### src/rtl/chan_cfg_pkg.sv
package chan_cfg_pkg;

   localparam int NUM_CHAN = 2;
   localparam int IDX_W    = 3;
   localparam int RA_LO_W  = 8;
   localparam int RA_HI_W  = 2;
   localparam int RA_W     = RA_LO_W + RA_HI_W;
   localparam int BYTE_W   = 8;

   typedef enum logic [IDX_W-1:0] {
      IX_CMD   = 3'd0,
      IX_GEN   = 3'd1,
      IX_RALO  = 3'd2,
      IX_RACFG = 3'd3,
      IX_CTL   = 3'd4,
      IX_DTIM  = 3'd5,
      IX_CTIM  = 3'd6,
      IX_NONE  = 3'd7
   } cfg_idx_e;

   // field order equals the bit positions software writes
   typedef struct packed {
      logic             autoinc;
      logic             posted_ws;
      logic             burst_dis;
      logic             devsel_med;
      logic             bank;
      logic [IDX_W-1:0] idx;
   } ptr_t;

   localparam logic [7:0] PTR_RST     = 8'h50;
   localparam logic [7:0] PTR_RD_MASK = 8'hDF;
   localparam logic [7:0] GEN_RD_MASK = 8'hFB;

endpackage

### src/rtl/chan_cfg_ptr.sv
module chan_cfg_ptr
   import chan_cfg_pkg::*;
(
   input  logic       clk,
   input  logic       rst_n,
   input  logic       wr,
   input  logic [7:0] wdata,
   input  logic       step,
   output ptr_t       ptr_q
);

   always_ff @(posedge clk) begin
      if (!rst_n) begin
         ptr_q <= ptr_t'(PTR_RST);
      end else if (wr) begin
         ptr_q <= ptr_t'(wdata);
      end else if (step && ptr_q.autoinc) begin
         ptr_q.idx <= ptr_q.idx + 1'b1;
      end
   end

endmodule

### src/rtl/chan_cfg_bank.sv
module chan_cfg_bank
   import chan_cfg_pkg::*;
#(
   parameter int                DATA_W   = 16,
   parameter logic [DATA_W-1:0] CMD_RST  = 'h01F0,
   parameter logic [DATA_W-1:0] CTL_RST  = 'h03F6,
   parameter logic [7:0]        GEN_RST  = 8'h01,
   parameter logic [7:0]        DTIM_RST = 8'hF5,
   parameter logic [7:0]        CTIM_RST = 8'hDE
) (
   input  logic               clk,
   input  logic               rst_n,
   input  logic               wr_en,
   input  logic [IDX_W-1:0]   idx,
   input  logic [DATA_W-1:0]  wdata,
   output logic [DATA_W-1:0]  rdata,
   output logic [DATA_W-1:0]  cmd_base,
   output logic [DATA_W-1:0]  ctl_base,
   output logic [BYTE_W-1:0]  gen_cfg,
   output logic [RA_W-1:0]    ra_count,
   output logic               ra_en,
   output logic               mode4,
   output logic               fifo_clr,
   output logic [BYTE_W-1:0]  data_tim,
   output logic [BYTE_W-1:0]  cmd_tim
);

   cfg_idx_e              sel;
   logic [DATA_W-1:0]     cmd_q, ctl_q;
   logic [BYTE_W-1:0]     gen_q, dtim_q, ctim_q;
   logic [RA_LO_W-1:0]    ralo_q;
   logic [RA_HI_W-1:0]    rahi_q;
   logic                  ra_en_q, mode4_q, clr_q;

   assign sel = cfg_idx_e'(idx);

   always_ff @(posedge clk) begin
      if (!rst_n) begin
         cmd_q   <= CMD_RST;
         ctl_q   <= CTL_RST;
         gen_q   <= GEN_RST;
         dtim_q  <= DTIM_RST;
         ctim_q  <= CTIM_RST;
         ralo_q  <= '0;
         rahi_q  <= '0;
         ra_en_q <= 1'b0;
         mode4_q <= 1'b0;
         clr_q   <= 1'b0;
      end else begin
         clr_q <= wr_en && (sel == IX_RACFG) && wdata[6];
         if (wr_en) begin
            unique case (sel)
               IX_CMD:   cmd_q  <= wdata;
               IX_GEN:   gen_q  <= wdata[BYTE_W-1:0];
               IX_RALO:  ralo_q <= wdata[RA_LO_W-1:0];
               IX_RACFG: begin
                  ra_en_q <= wdata[7];
                  mode4_q <= wdata[4];
                  rahi_q  <= wdata[RA_HI_W-1:0];
               end
               IX_CTL:   ctl_q  <= wdata;
               IX_DTIM:  dtim_q <= wdata[BYTE_W-1:0];
               IX_CTIM:  ctim_q <= wdata[BYTE_W-1:0];
               default:  ;
            endcase
         end
      end
   end

   always_comb begin
      rdata = '0;
      unique case (sel)
         IX_CMD:  rdata = cmd_q;
         IX_GEN:  rdata = DATA_W'(gen_q & GEN_RD_MASK);
         IX_CTL:  rdata = ctl_q;
         IX_DTIM: rdata = DATA_W'(dtim_q);
         IX_CTIM: rdata = DATA_W'(ctim_q);
         default: rdata = '0;
      endcase
   end

   assign cmd_base = cmd_q;
   assign ctl_base = ctl_q;
   assign gen_cfg  = gen_q;
   assign ra_count = {rahi_q, ralo_q};
   assign ra_en    = ra_en_q;
   assign mode4    = mode4_q;
   assign fifo_clr = clr_q;
   assign data_tim = dtim_q;
   assign cmd_tim  = ctim_q;

endmodule

### src/rtl/chan_cfg_port.sv
module chan_cfg_port
   import chan_cfg_pkg::*;
#(
   parameter int                DATA_W     = 16,
   parameter logic [DATA_W-1:0] B0_CMD_RST = 'h01F0,
   parameter logic [DATA_W-1:0] B1_CMD_RST = 'h0170,
   parameter logic [DATA_W-1:0] B0_CTL_RST = 'h03F6,
   parameter logic [DATA_W-1:0] B1_CTL_RST = 'h0376,
   parameter logic [7:0]        GEN_RST    = 8'h01,
   parameter logic [7:0]        DTIM_RST   = 8'hF5,
   parameter logic [7:0]        CTIM_RST   = 8'hDE
) (
   input  logic                         clk,
   input  logic                         rst_n,
   input  logic                         ptr_wr,
   input  logic [7:0]                   ptr_wdata,
   output logic [7:0]                   ptr_rdata,
   input  logic                         dat_wr,
   input  logic                         dat_rd,
   input  logic [DATA_W-1:0]            dat_wdata,
   output logic [DATA_W-1:0]            dat_rdata,
   output logic                         posted_ws_o,
   output logic                         burst_dis_o,
   output logic                         devsel_med_o,
   output logic [2*DATA_W-1:0]          cmd_base_o,
   output logic [2*DATA_W-1:0]          ctl_base_o,
   output logic [2*8-1:0]               gen_cfg_o,
   output logic [2*10-1:0]              ra_count_o,
   output logic [1:0]                   ra_en_o,
   output logic [1:0]                   mode4_o,
   output logic [1:0]                   fifo_clr_o,
   output logic [2*8-1:0]               data_tim_o,
   output logic [2*8-1:0]               cmd_tim_o
);

   initial begin
      assert (DATA_W >= 16)
         else $error("chan_cfg_port: DATA_W must hold a 16-bit base address");
      assert (RA_W == 10 && NUM_CHAN == 2)
         else $error("chan_cfg_port: package layout mismatch");
   end

   ptr_t              ptr_q;
   logic [DATA_W-1:0] bank_rd [NUM_CHAN];

   chan_cfg_ptr u_ptr (
      .clk   (clk),
      .rst_n (rst_n),
      .wr    (ptr_wr),
      .wdata (ptr_wdata),
      .step  (dat_wr | dat_rd),
      .ptr_q (ptr_q)
   );

   for (genvar ch = 0; ch < NUM_CHAN; ch++) begin : g_bank
      localparam logic [DATA_W-1:0] CMD_R = (ch == 0) ? B0_CMD_RST : B1_CMD_RST;
      localparam logic [DATA_W-1:0] CTL_R = (ch == 0) ? B0_CTL_RST : B1_CTL_RST;

      chan_cfg_bank #(
         .DATA_W   (DATA_W),
         .CMD_RST  (CMD_R),
         .CTL_RST  (CTL_R),
         .GEN_RST  (GEN_RST),
         .DTIM_RST (DTIM_RST),
         .CTIM_RST (CTIM_RST)
      ) u_bank (
         .clk      (clk),
         .rst_n    (rst_n),
         .wr_en    (dat_wr && (ptr_q.bank == 1'(ch))),
         .idx      (ptr_q.idx),
         .wdata    (dat_wdata),
         .rdata    (bank_rd[ch]),
         .cmd_base (cmd_base_o[ch*DATA_W +: DATA_W]),
         .ctl_base (ctl_base_o[ch*DATA_W +: DATA_W]),
         .gen_cfg  (gen_cfg_o[ch*BYTE_W +: BYTE_W]),
         .ra_count (ra_count_o[ch*RA_W +: RA_W]),
         .ra_en    (ra_en_o[ch]),
         .mode4    (mode4_o[ch]),
         .fifo_clr (fifo_clr_o[ch]),
         .data_tim (data_tim_o[ch*BYTE_W +: BYTE_W]),
         .cmd_tim  (cmd_tim_o[ch*BYTE_W +: BYTE_W])
      );
   end

   assign dat_rdata    = bank_rd[ptr_q.bank];
   assign ptr_rdata    = ptr_q & PTR_RD_MASK;
   assign posted_ws_o  = ptr_q.posted_ws;
   assign burst_dis_o  = ptr_q.burst_dis;
   assign devsel_med_o = ptr_q.devsel_med;

endmodule

### config.mk
export PLATFORM = sky130hd
export DESIGN_NAME = chan_cfg_port
export DESIGN_NICKNAME = d
export VERILOG_FILES = /design/src/rtl/chan_cfg_pkg.sv /design/src/rtl/chan_cfg_ptr.sv /design/src/rtl/chan_cfg_bank.sv /design/src/rtl/chan_cfg_port.sv
export SDC_FILE = /design/constraint.sdc
export NUM_CORES = 1
export LEC_CHECK = 0
export ABC_AREA = 0
export ABC_CLOCK_PERIOD_IN_PS = 1600
export BUFFER_PORTS_ARGS = -buffer_cell sky130_fd_sc_hd__buf_2
export CAP_MARGIN = 25
export CORE_ASPECT_RATIO = 0.7
export CORE_MARGIN = 2
export CORE_UTILIZATION = 30
export CTS_CLUSTER_SIZE = 8
export DETAILED_ROUTE_END_ITERATION = 7
export PLACE_DENSITY = 0.64
export SLEW_MARGIN = 20
export SYNTH_ARGS = -nofsm -noshare
export SYNTH_HDL_FRONTEND = slang
export SYNTH_SLANG_ARGS = --single-unit
export TNS_END_PERCENT = 50
### constraint.sdc
create_clock -name clk -period 1.6 [get_ports clk]
set_input_delay 0.16 -clock clk [delete_from_list [all_inputs] [get_ports clk]]
set_output_delay 0.16 -clock clk [all_outputs]
set_load 0.005 [all_outputs]
==> results.sh, run 1 <==
export IMPL_period_share_pct=136
export IMPL_ys_flop_type="dfxtp_1"
export IMPL_finalHoldViolCount=0
export IMPL_synth_edf_count=0
export IMPL_synthTopCellsByArea="dfxtp_1, nand2_1, a21boi_0, nand3_1, mux4_2"
export IMPL_antenna_cells=0
export IMPL_cts_tree="yes"
export IMPL_vias=6633
export IMPL_syn_inst=771
export IMPL_dr_first_iter_drc_count=538
export IMPL_drive_gt1_share_pct=42.7
export IMPL_synthAdderAreaFrac_pct=0.966
export IMPL_critPathRequiredTime_ns=1.44
export IMPL_cts_buffer_depth=2
export IMPL_final_antenna_net_count=0
export IMPL_avgSynthCellArea_um2=8.40
export IMPL_synth_compound_area_share_pct=15.3
export IMPL_rsz0062_at_grt="yes"
export IMPL_synth_top_family_by_area="simple AND/OR/NAND/NOR gates"
export IMPL_start_util_pct=30.9
export IMPL_cp_arrival_ns=2.02
export IMPL_syn2layout_area_growth_pct=52.3
export IMPL_numClockSinks=146
export IMPL_finalWorstSetupSlack_ns=-0.582
export IMPL_synthSimpleGateAreaFrac_pct=26.5
export IMPL_power_density_nw_per_um2=988
export IMPL_skew_ns=0.00989
export IMPL_antenna_found_initial=0
export IMPL_max_freq_ghz=0.458
export IMPL_synth_area_leader_cell="dfxtp_1"
export IMPL_ff2ff_path_depth=9
export IMPL_worstReg2RegEnd="g_bank[0].u_bank.cmd_base[3]"
export IMPL_insertion_delay_ns=0.43
export IMPL_drc=0
export IMPL_grt_util_all_layers_pct=21.2
export IMPL_numCtsBuffers=17
export IMPL_ctsHtreeMaxLevel=4
export IMPL_r2r_slack_ns=-0.08
export IMPL_leakagePower_nw=4.25
export IMPL_end_kind="output pin"
export IMPL_fin_cells=1314
export IMPL_critPathMaxFanout=5
export IMPL_finalSetupViolations=67
export IMPL_cap_violations=0
export IMPL_synthArstFlopShare_pct=0
export IMPL_grt_pass1_wl_um=37400
export IMPL_synthMuxAreaShare_pct=6.51
export IMPL_io_pins=194
export IMPL_power_switching_mw=2.53
export IMPL_post_dp_hpwl_um=17400
export IMPL_clk_pin_slew_ns=0.06
export IMPL_die_area_um2=22800
export IMPL_grt_overflow=0
export IMPL_synth_nets=805
export IMPL_synth_warnings=0
export IMPL_nFillCells=2009
export IMPL_core_region_area_um2=21000
export IMPL_hold_start="ptr_wdata[2]"
export IMPL_ys_seq_elements=146
export IMPL_layout_commonest_cell="nand2_1"
export IMPL_wl_um=25200
export IMPL_port_buffer_count=192
export IMPL_status="finished, violations left"
export IMPL_reg2reg_from="u_ptr.ptr_q[0]"
export IMPL_grt_pass1_vias=6263
export IMPL_drt_first_pass_iters=5
export IMPL_critPathKind="reg -> out"
export IMPL_synth_top_area_share_pct=45.1
export IMPL_worstMarginPinSlew_ns=0.564
export IMPL_swShare_pct=25.9
export IMPL_violations="negative setup slack"
export IMPL_nNetsFinal=1059
export IMPL_hp_class="in -> reg"
export IMPL_synth_distinct_cells=48
export IMPL_dp_cells=1250
export IMPL_p_seq_share_pct=39.2
export IMPL_clkPwrFrac_pct=44.6
export IMPL_grt_max_degree=72
export IMPL_whs_path_depth=3
export IMPL_synth_xor_xnor_area_share_pct=0.135
export IMPL_die_h_um=127
export IMPL_power_mw=9.75
export IMPL_die_x_um=180
export IMPL_root_buffer="clkbuf_16"
export IMPL_wl_per_cell_um=19.2
export IMPL_combPwrFrac_pct=16.2
export IMPL_rows=44
export IMPL_ir_drop_uv=634
export IMPL_avgViaCountPerCell=5.05
export IMPL_whs_endpoint="u_ptr.ptr_q[2]"
export IMPL_cellInternalPower_mw=7.22
export IMPL_synth_seq_area_share_pct=45.1
export IMPL_worstSetupStartpointType="flop"
export IMPL_slew_viol_final=0
export IMPL_relSlewSlack_pct=62.4
export IMPL_layout_common_cells="nand2_1, buf_2, dfxtp_1"
export IMPL_period_needed_ns=2.18
export IMPL_synth_area_um2=6470
export IMPL_place_congestion=0.948
Yosys cell counts (4+ instances only):
library cell	number
mux2i_1	14
a22o_1	6
buf_4	14
nor2b_1	18
mux2_2	8
inv_1	4
buf_2	18
a211oi_1	6
nor4_1	5
nand3_1	62
a21boi_1	13
a22oi_1	6
nor2_2	6
a21boi_0	65
nor2_1	8
a31oi_1	4
dfxtp_1	146
mux4_2	8
a21oi_1	5
nor2_4	4
clkbuf_1	25
ha_1	5
a221oi_1	14
nand2_1	269
sequential cells by signal, indices dropped and copies added (netlist names), 4 cells and up:
register	count
g_bank.u_bank.cmd_base	32
g_bank.u_bank.ctl_base	32
g_bank.u_bank.cmd_tim	16
g_bank.u_bank.data_tim	16
g_bank.u_bank.gen_cfg	16
g_bank.u_bank.ralo_q	16
u_ptr.ptr_q	8
g_bank.u_bank.rahi_q	4
power groups by stage:
| stage | clock (mW) | combinational (mW) | sequential, mW |
|---|---|---|---|
| finish | 4.35 | 1.58 | 3.82 |
| global route | 4.56 | 1.68 | 3.83 |
| CTS | 4.41 | 1.41 | 3.81 |
| detailed placement | 0 | 1.16 | 3.89 |
| global placement | 0 | 1.15 | 3.89 |
| floorplan | 0 | 0.613 | 3.87 |
area by class of cell:
type | count | area (µm²) | area share (%)
Inverter | 4 | 17.5 | 0.178
Timing Repair Buffer | 297 | 2150 | 21.8
Clock buffer | 20 | 467 | 4.73
Clock inverter | 12 | 179 | 1.81
Tap cell | 276 | 345 | 3.50
Multi-Input combinational cell | 559 | 3770 | 38.2
Sequential cell | 146 | 2930 | 29.8
logic make-up after synthesis:
logic type | Yosys count
compound gates | 130
mux | 31
flops | 146
fa+ha+maj | 5
simple gates | 391
other cells | 1
xor+xnor | 1
buf+inv | 66
through the flow:
step / utilization, % / hold WS, ns / cell area, µm² / setup WS, ns / TNS (ns)
CTS: 44.9 / 0.00179 / 9430 / -0.561 / -8.24
floorplan: - / 0.284 / 6500 / 0.00587 / 0
global route: 47.0 / 0.0385 / 9860 / -0.668 / -17.66
detailed placement: 39.0 / 0.386 / 8170 / -0.267 / -12.03
global placement: 39.0 / 0.379 / 8170 / -0.263 / -6.72
finish: 47.0 / 0.0323 / 9860 / -0.582 / -10.06
metal layers:
metal	track usage, %	up-vias	wire, µm
met3	5.54	18	2300
met2	32.1	311	11000
met4	4.07	0	210
li1	-	3122	-
met1	30.5	3182	11800
met5	0	-	0
worst max-delay path, stage by stage, from the launching register on:
cell and delay, ns:
dfxtp_4 0.37, inv_4 0.05, ha_4 0.18, buf_8 0.12
buf_6 0.13, buf_6 0.11, a221oi_4 0.38, nor4_4 0.11
buf_2 0.15
worst max-delay path by stage:
| stage | start | endpoint | slack (ns) | depth (start not counted) |
|---|---|---|---|---|
| 2_1_floorplan | u_ptr.ptr_q[0] | dat_rdata[4] | 0.006 | 8 |
| 3_3_place_gp | u_ptr.ptr_q[1] | dat_rdata[1] | -0.26 | 8 |
| 3_5_place_dp | u_ptr.ptr_q[1] | dat_rdata[1] | -0.27 | 8 |
| 4_1_cts | u_ptr.ptr_q[0] | dat_rdata[7] | -0.56 | 9 |
| 5_1_grt | u_ptr.ptr_q[0] | dat_rdata[2] | -0.67 | 8 |
| 6_report | u_ptr.ptr_q[0] | dat_rdata[7] | -0.58 | 8 |
timing repair:
action | 4_1_cts | 5_1_grt
setup endpoints to repair | 129 | 128
setup buffers | 16 | 5
gates cloned | 0 | 3
hold endpoints to repair | 22 | 0
hold buffers | 13 | 0
pin swaps | 15 | 37
resized for setup | 80 | 130
Note: power is estimated with default switching activity, not from simulation.
==> run 2, diff against run 1 <==
==> constraint.sdc (replaced) <==
create_clock -name clk -period 1.6 [get_ports clk]
set_input_delay 0.16 -clock clk [delete_from_list [all_inputs] [get_ports clk]]
set_output_delay 0.16 -clock clk [all_outputs]
set_load 0.02 [all_outputs]
==> results.sh, run 2 (synthesis gave the netlist of run 1 again) <==
export IMPL_ir_drop_uv=754
export IMPL_numClockSinks=146
export IMPL_die_area_um2=22800
export IMPL_pre_cts_ws_ns=-0.357
export IMPL_grt_pass1_vias=6175
export IMPL_final_antenna_net_count=0
export IMPL_met3WireLength_um=1910
export IMPL_wl_um=24700
export IMPL_grt_util_all_layers_pct=21.1
export IMPL_met1_length_um=12000
export IMPL_avgViaCountPerCell=5.05
export IMPL_crit_chain="inv_6 > ha_4 > buf_8 > buf_6 > a221oi_4 > a31oi_4 > a21oi_2 > nor2_2 > buf_6"
export IMPL_layout_commonest_cell="nand2_1"
export IMPL_die_x_um=180
export IMPL_final_util_pct=45.5
export IMPL_root_buffer="clkbuf_16"
export IMPL_critPathMaxStageDelay_ns=0.38
export IMPL_cp_common_cell="buf_6"
export IMPL_drt_first_pass_iters=5
export IMPL_grt_overflow=0
export IMPL_grt_pass1_wl_um=37000
export IMPL_place_congestion=0.926
export IMPL_finalHoldViolCount=0
export IMPL_cap_violations=0
export IMPL_ctsHtreeMaxLevel=4
export IMPL_finalWorstSetupSlack_ns=-0.644
export IMPL_nNetsFinal=1058
export IMPL_vias=6631
export IMPL_core_region_area_um2=21000
export IMPL_start_util_pct=30.9
export IMPL_cp_arrival_ns=2.08
export IMPL_period_share_pct=140
export IMPL_skew_ns=0.0109
export IMPL_port_buffer_count=192
export IMPL_post_dp_hpwl_um=17300
export IMPL_grt_max_degree=75
export IMPL_drive_gt1_share_pct=39.3
export IMPL_cp_slowest_cell="dfxtp_4"
export IMPL_end_kind="output pin"
export IMPL_period_needed_ns=2.24
export IMPL_met2WireLength_um=10500
export IMPL_max_freq_ghz=0.446
export IMPL_violations="negative setup slack"
export IMPL_status="finished, violations left"
export IMPL_wl_per_cell_um=18.8
export IMPL_hp_class="in -> reg"
export IMPL_rsz0062_at_grt="yes"
export IMPL_critPathRequiredTime_ns=1.44
export IMPL_holdWs_ns=0.0240
export IMPL_die_h_um=127
export IMPL_critPathKind="reg -> out"
export IMPL_clk_pin_slew_ns=0.07
export IMPL_cts_tree="yes"
export IMPL_io_pins=194
export IMPL_critPathMaxFanout=6
export IMPL_dr_first_iter_drc_count=470
export IMPL_cts_buffer_depth=2
export IMPL_syn2layout_area_growth_pct=47.3
export IMPL_antenna_cells=0
export IMPL_insertion_delay_ns=0.42
export IMPL_layout_common_cells="nand2_1, buf_2, dfxtp_1"
export IMPL_rows=44
export IMPL_leakagePower_nw=4.11
export IMPL_top_layer_used="met4"
export IMPL_finalSetupViolations=30
export IMPL_antenna_found_initial=0
export IMPL_power_density_nw_per_um2=980
export IMPL_drc=0
export IMPL_worstSetupStartpointType="flop"
export IMPL_numCtsBuffers=17
export IMPL_slew_viol_final=0
## run 2: cell count changes in the layout (fill, tap and decap cells not counted), moves of 6 or more
| cell | delta |
|---|---|
| a21boi_2 | -6 |
| nand3_2 | -7 |
| buf_4 | +28 |
| a21boi_0 | +24 |
| a21boi_1 | -18 |
| nand2_1 | +26 |
| buf_2 | -10 |
| nand2_4 | -6 |
| nand2_2 | -18 |
| buf_6 | -12 |
| nand3_1 | +8 |
## run 2: power breakdown
group / leakage, nW / internal (mW) / switching (mW)
Clock: 0.267 / 2.26 / 1.59
Combinational: 2.66 / 0.726 / 0.954
Sequential: 1.19 / 3.73 / 0.0890
Total: 4.11 / 6.71 / 2.63
## run 2: through the flow
stage | TNS, ns | power (mW) | instance area, µm² | std cells
after floorplan | -0.278 | 4.71 | 6620 | 771
after detailed placement | -2.96 | 5.27 | 8310 | 1255
final | -8.90 | 9.34 | 9540 | 1312
after CTS | -8.33 | 9.24 | 9230 | 1306
after global routing | -12.46 | 9.66 | 9540 | 1312
after global placement | -2.02 | 5.26 | 8310 | 1255
## run 2: path summary, 6_finish.rpt
path | endpoint | startpoint | depth (start not counted) | slack, ns
worst max-delay path | dat_rdata[4] | u_ptr.ptr_q[0] | 9 | -0.64
worst min-delay path | g_bank[0].u_bank.cmd_base[13] | dat_wdata[13] | 3 | 0.02
worst max register to register | g_bank[1].u_bank.ctl_base[3] | u_ptr.ptr_q[0] | 9 | -0.09
worst min register to register | g_bank[1].u_bank.ralo_q[7] | g_bank[1].u_bank.ralo_q[7] | 2 | 0.45
## run 2: critical path, delay by kind of cell (launching register included)
| family | cells | cell delay, ns |
|---|---|---|
| AOI/OAI and AO/OA | 3 | 0.56 |
| adders and majority gates | 1 | 0.19 |
| DFF | 1 | 0.38 |
| and+or+nand+nor | 1 | 0.08 |
| buffers and inverters | 4 | 0.45 |
## run 2: layout make-up
cell class                 count  area (µm²)
fill                        2042       11400
clock buffer                  22         475
inverter                       4        22.5
timing repair buffer         296        2050
multi-input combinational    559        3630
tap                          276         345
sequential                   146        2940
clock inverter                 9        81.3
## run 2: metal layers
layer  GRT usage (%)  vias to the layer above
met3            5.43                       25
met1            31.0                     3218
li1                -                     3107
met5               0                        -
met2            30.6                      281
met4            4.69                        0
## run 2: repair_timing
action	in CTS	in global routing
gates cloned	0	1
gates resized for setup	47	74
setup endpoints to repair	73	92
buffers inserted	10	8
endpoints found under the hold margin	15	0
hold buffers	11	0
pin swaps	13	21
==> run 3, diff against run 2 <==
--- a/config.mk
+++ b/config.mk
@@ -8,9 +8,8 @@
 export ABC_AREA = 0
 export ABC_CLOCK_PERIOD_IN_PS = 1600
 export BUFFER_PORTS_ARGS = -buffer_cell sky130_fd_sc_hd__buf_2
-export CAP_MARGIN = 25
+export CAP_MARGIN = 20
 export CORE_ASPECT_RATIO = 0.7
-export CORE_MARGIN = 2
 export CORE_UTILIZATION = 30
 export CTS_CLUSTER_SIZE = 8
 export DETAILED_ROUTE_END_ITERATION = 7
==> results.sh, run 3 (synthesis gave the netlist of run 1 again) <==
export IMPL_status="finished, violations left"
export IMPL_violations="negative setup slack"
export IMPL_io_pins=194
export IMPL_wl_um=25500
export IMPL_worstMarginPinSlew_ns=0.544
export IMPL_finalWorstSetupSlack_ns=-0.636
export IMPL_grt_pass1_wl_um=37200
export IMPL_p_seq_share_pct=39.3
export IMPL_combPwrFrac_pct=18.5
export IMPL_rsz0062_at_grt="yes"
export IMPL_cap_violations=0
export IMPL_period_needed_ns=2.24
export IMPL_holdWs_ns=0.0120
export IMPL_finalHoldViolCount=0
export IMPL_vias=6727
export IMPL_final_antenna_net_count=0
export IMPL_die_x_um=178
export IMPL_clkPwrFrac_pct=42.2
export IMPL_power_switching_mw=2.79
export IMPL_relSlewSlack_pct=63.7
export IMPL_port_buffer_count=192
export IMPL_critPathMaxFanout=8
export IMPL_swShare_pct=28.7
export IMPL_rows=44
export IMPL_core_region_area_um2=20900
export IMPL_period_share_pct=140
export IMPL_critPathRequiredTime_ns=1.44
export IMPL_die_h_um=125
export IMPL_slew_viol_final=0
export IMPL_layout_common_cells="nand2_1, buf_2, dfxtp_1"
export IMPL_syn2layout_area_growth_pct=52.5
export IMPL_root_buffer="clkbuf_16"
export IMPL_drc=0
export IMPL_cellInternalPower_mw=6.93
export IMPL_critPathKind="reg -> out"
export IMPL_post_dp_hpwl_um=17200
export IMPL_wl_per_cell_um=19.3
export IMPL_ctsHtreeMaxLevel=4
export IMPL_antenna_found_initial=0
export IMPL_worstSetupStartpointType="flop"
export IMPL_ir_drop_uv=689
export IMPL_dr_first_iter_drc_count=677
export IMPL_hp_class="in -> reg"
export IMPL_die_area_um2=22200
export IMPL_avgViaCountPerCell=5.08
export IMPL_grt_max_degree=88
export IMPL_layout_commonest_cell="nand2_1"
export IMPL_place_congestion=0.917
export IMPL_grt_util_all_layers_pct=22.4
export IMPL_end_kind="output pin"
export IMPL_cp_arrival_ns=2.08
export IMPL_insertion_delay_ns=0.43
export IMPL_nNetsFinal=1070
export IMPL_grt_overflow=0
export IMPL_start_util_pct=30.9
export IMPL_cts_tree="yes"
export IMPL_numCtsBuffers=17
export IMPL_antenna_cells=0
export IMPL_drt_first_pass_iters=7
export IMPL_grt_pass1_vias=6154
export IMPL_clk_pin_slew_ns=0.06
export IMPL_finalSetupViolations=63
export IMPL_power_density_nw_per_um2=984
export IMPL_numClockSinks=146
export IMPL_skew_ns=0.0112
export IMPL_power_mw=9.72
export IMPL_max_freq_ghz=0.447
export IMPL_cts_buffer_depth=2
export IMPL_leakagePower_nw=4.23
export IMPL_drive_gt1_share_pct=40.6
run 3: changes by cell type in the layout (fill, tap and decap cells not counted), moves of 3 or more:
| cell | before | now |
|---|---|---|
| a21boi_0 | 41 | 17 |
| clkinvlp_4 | 3 | 7 |
| nor2_4 | 5 | 8 |
| a211oi_4 | 0 | 3 |
| a211oi_2 | 6 | 3 |
| inv_6 | 1 | 4 |
| buf_2 | 181 | 178 |
| clkbuf_1 | 3 | 0 |
| clkinv_2 | 4 | 0 |
| buf_4 | 72 | 64 |
| buf_6 | 15 | 33 |
| a21boi_1 | 34 | 58 |
run 3: power by group through the flow:
stage          Clock [mW]  Combinational (mW)  Sequential [mW]
6_report             4.10                1.80             3.82
5_1_grt              4.33                1.89             3.82
4_1_cts              4.15                1.63             3.81
3_5_place_dp            0                1.42             3.89
3_3_place_gp            0                1.40             3.89
2_1_floorplan           0               0.732             3.98
run 3: layout make-up:
cell class / instances / area (µm²)
Clock inverter: 13 / 149
Multi-Input combinational cell: 559 / 3700
Tap cell: 276 / 345
Sequential cell: 146 / 2930
Fill cell: 2014 / 11000
Inverter: 4 / 23.8
Clock buffer: 19 / 453
Timing Repair Buffer: 308 / 2270
run 3: what timing repair did:
action	in CTS	in global routing
endpoints found under the hold margin	19	0
gates resized for setup	82	93
hold buffers	13	0
setup endpoints to repair	57	113
pin swaps	19	30
gates cloned	1	2
buffers inserted	12	11
run 3: through the flow:
step | utilization, % | cells | instance area [µm²] | setup TNS [ns] | worst slack, ns
5_1_grt | 47.2 | 1325 | 9870 | -14.25 | -0.674
3_3_place_gp | 39.9 | 1257 | 8350 | -1.89 | -0.181
2_1_floorplan | - | 771 | 6620 | -0.278 | -0.0450
4_1_cts | 45.4 | 1314 | 9490 | -8.20 | -0.593
3_5_place_dp | 39.9 | 1257 | 8350 | -2.81 | -0.256
6_report | 47.2 | 1325 | 9870 | -9.81 | -0.636
run 3: metal layers:
| layer | global-route usage [%] | part of all wire [%] | vias to the layer above |
|---|---|---|---|
| met5 | 0 | 0 | - |
| met1 | 33.0 | 48 | 3243 |
| li1 | - | - | 3132 |
| met2 | 32.3 | 42 | 333 |
| met4 | 5.83 | 1.0 | 0 |
| met3 | 5.28 | 9.0 | 19 |
run 3: final timing paths:
check / start / to / slack [ns] / cells after the start
max: u_ptr.ptr_q[0] / dat_rdata[2] / -0.64 / 8
min: dat_wdata[15] / g_bank[0].u_bank.cmd_base[15] / 0.01 / 3
min reg2reg: g_bank[1].u_bank.gen_cfg[2] / g_bank[1].u_bank.gen_cfg[2] / 0.45 / 2
max reg2reg: u_ptr.ptr_q[1] / g_bank[1].u_bank.data_tim[1] / -0.07 / 10
run 3: worst max-delay path, stage by stage (launching register included):
cell	delay (ns)
dfxtp_4	0.36
inv_4	0.08
ha_4	0.22
buf_4	0.14
buf_6	0.12
a21oi_1	0.07
a211o_1	0.34
a31oi_4	0.17
buf_6	0.15
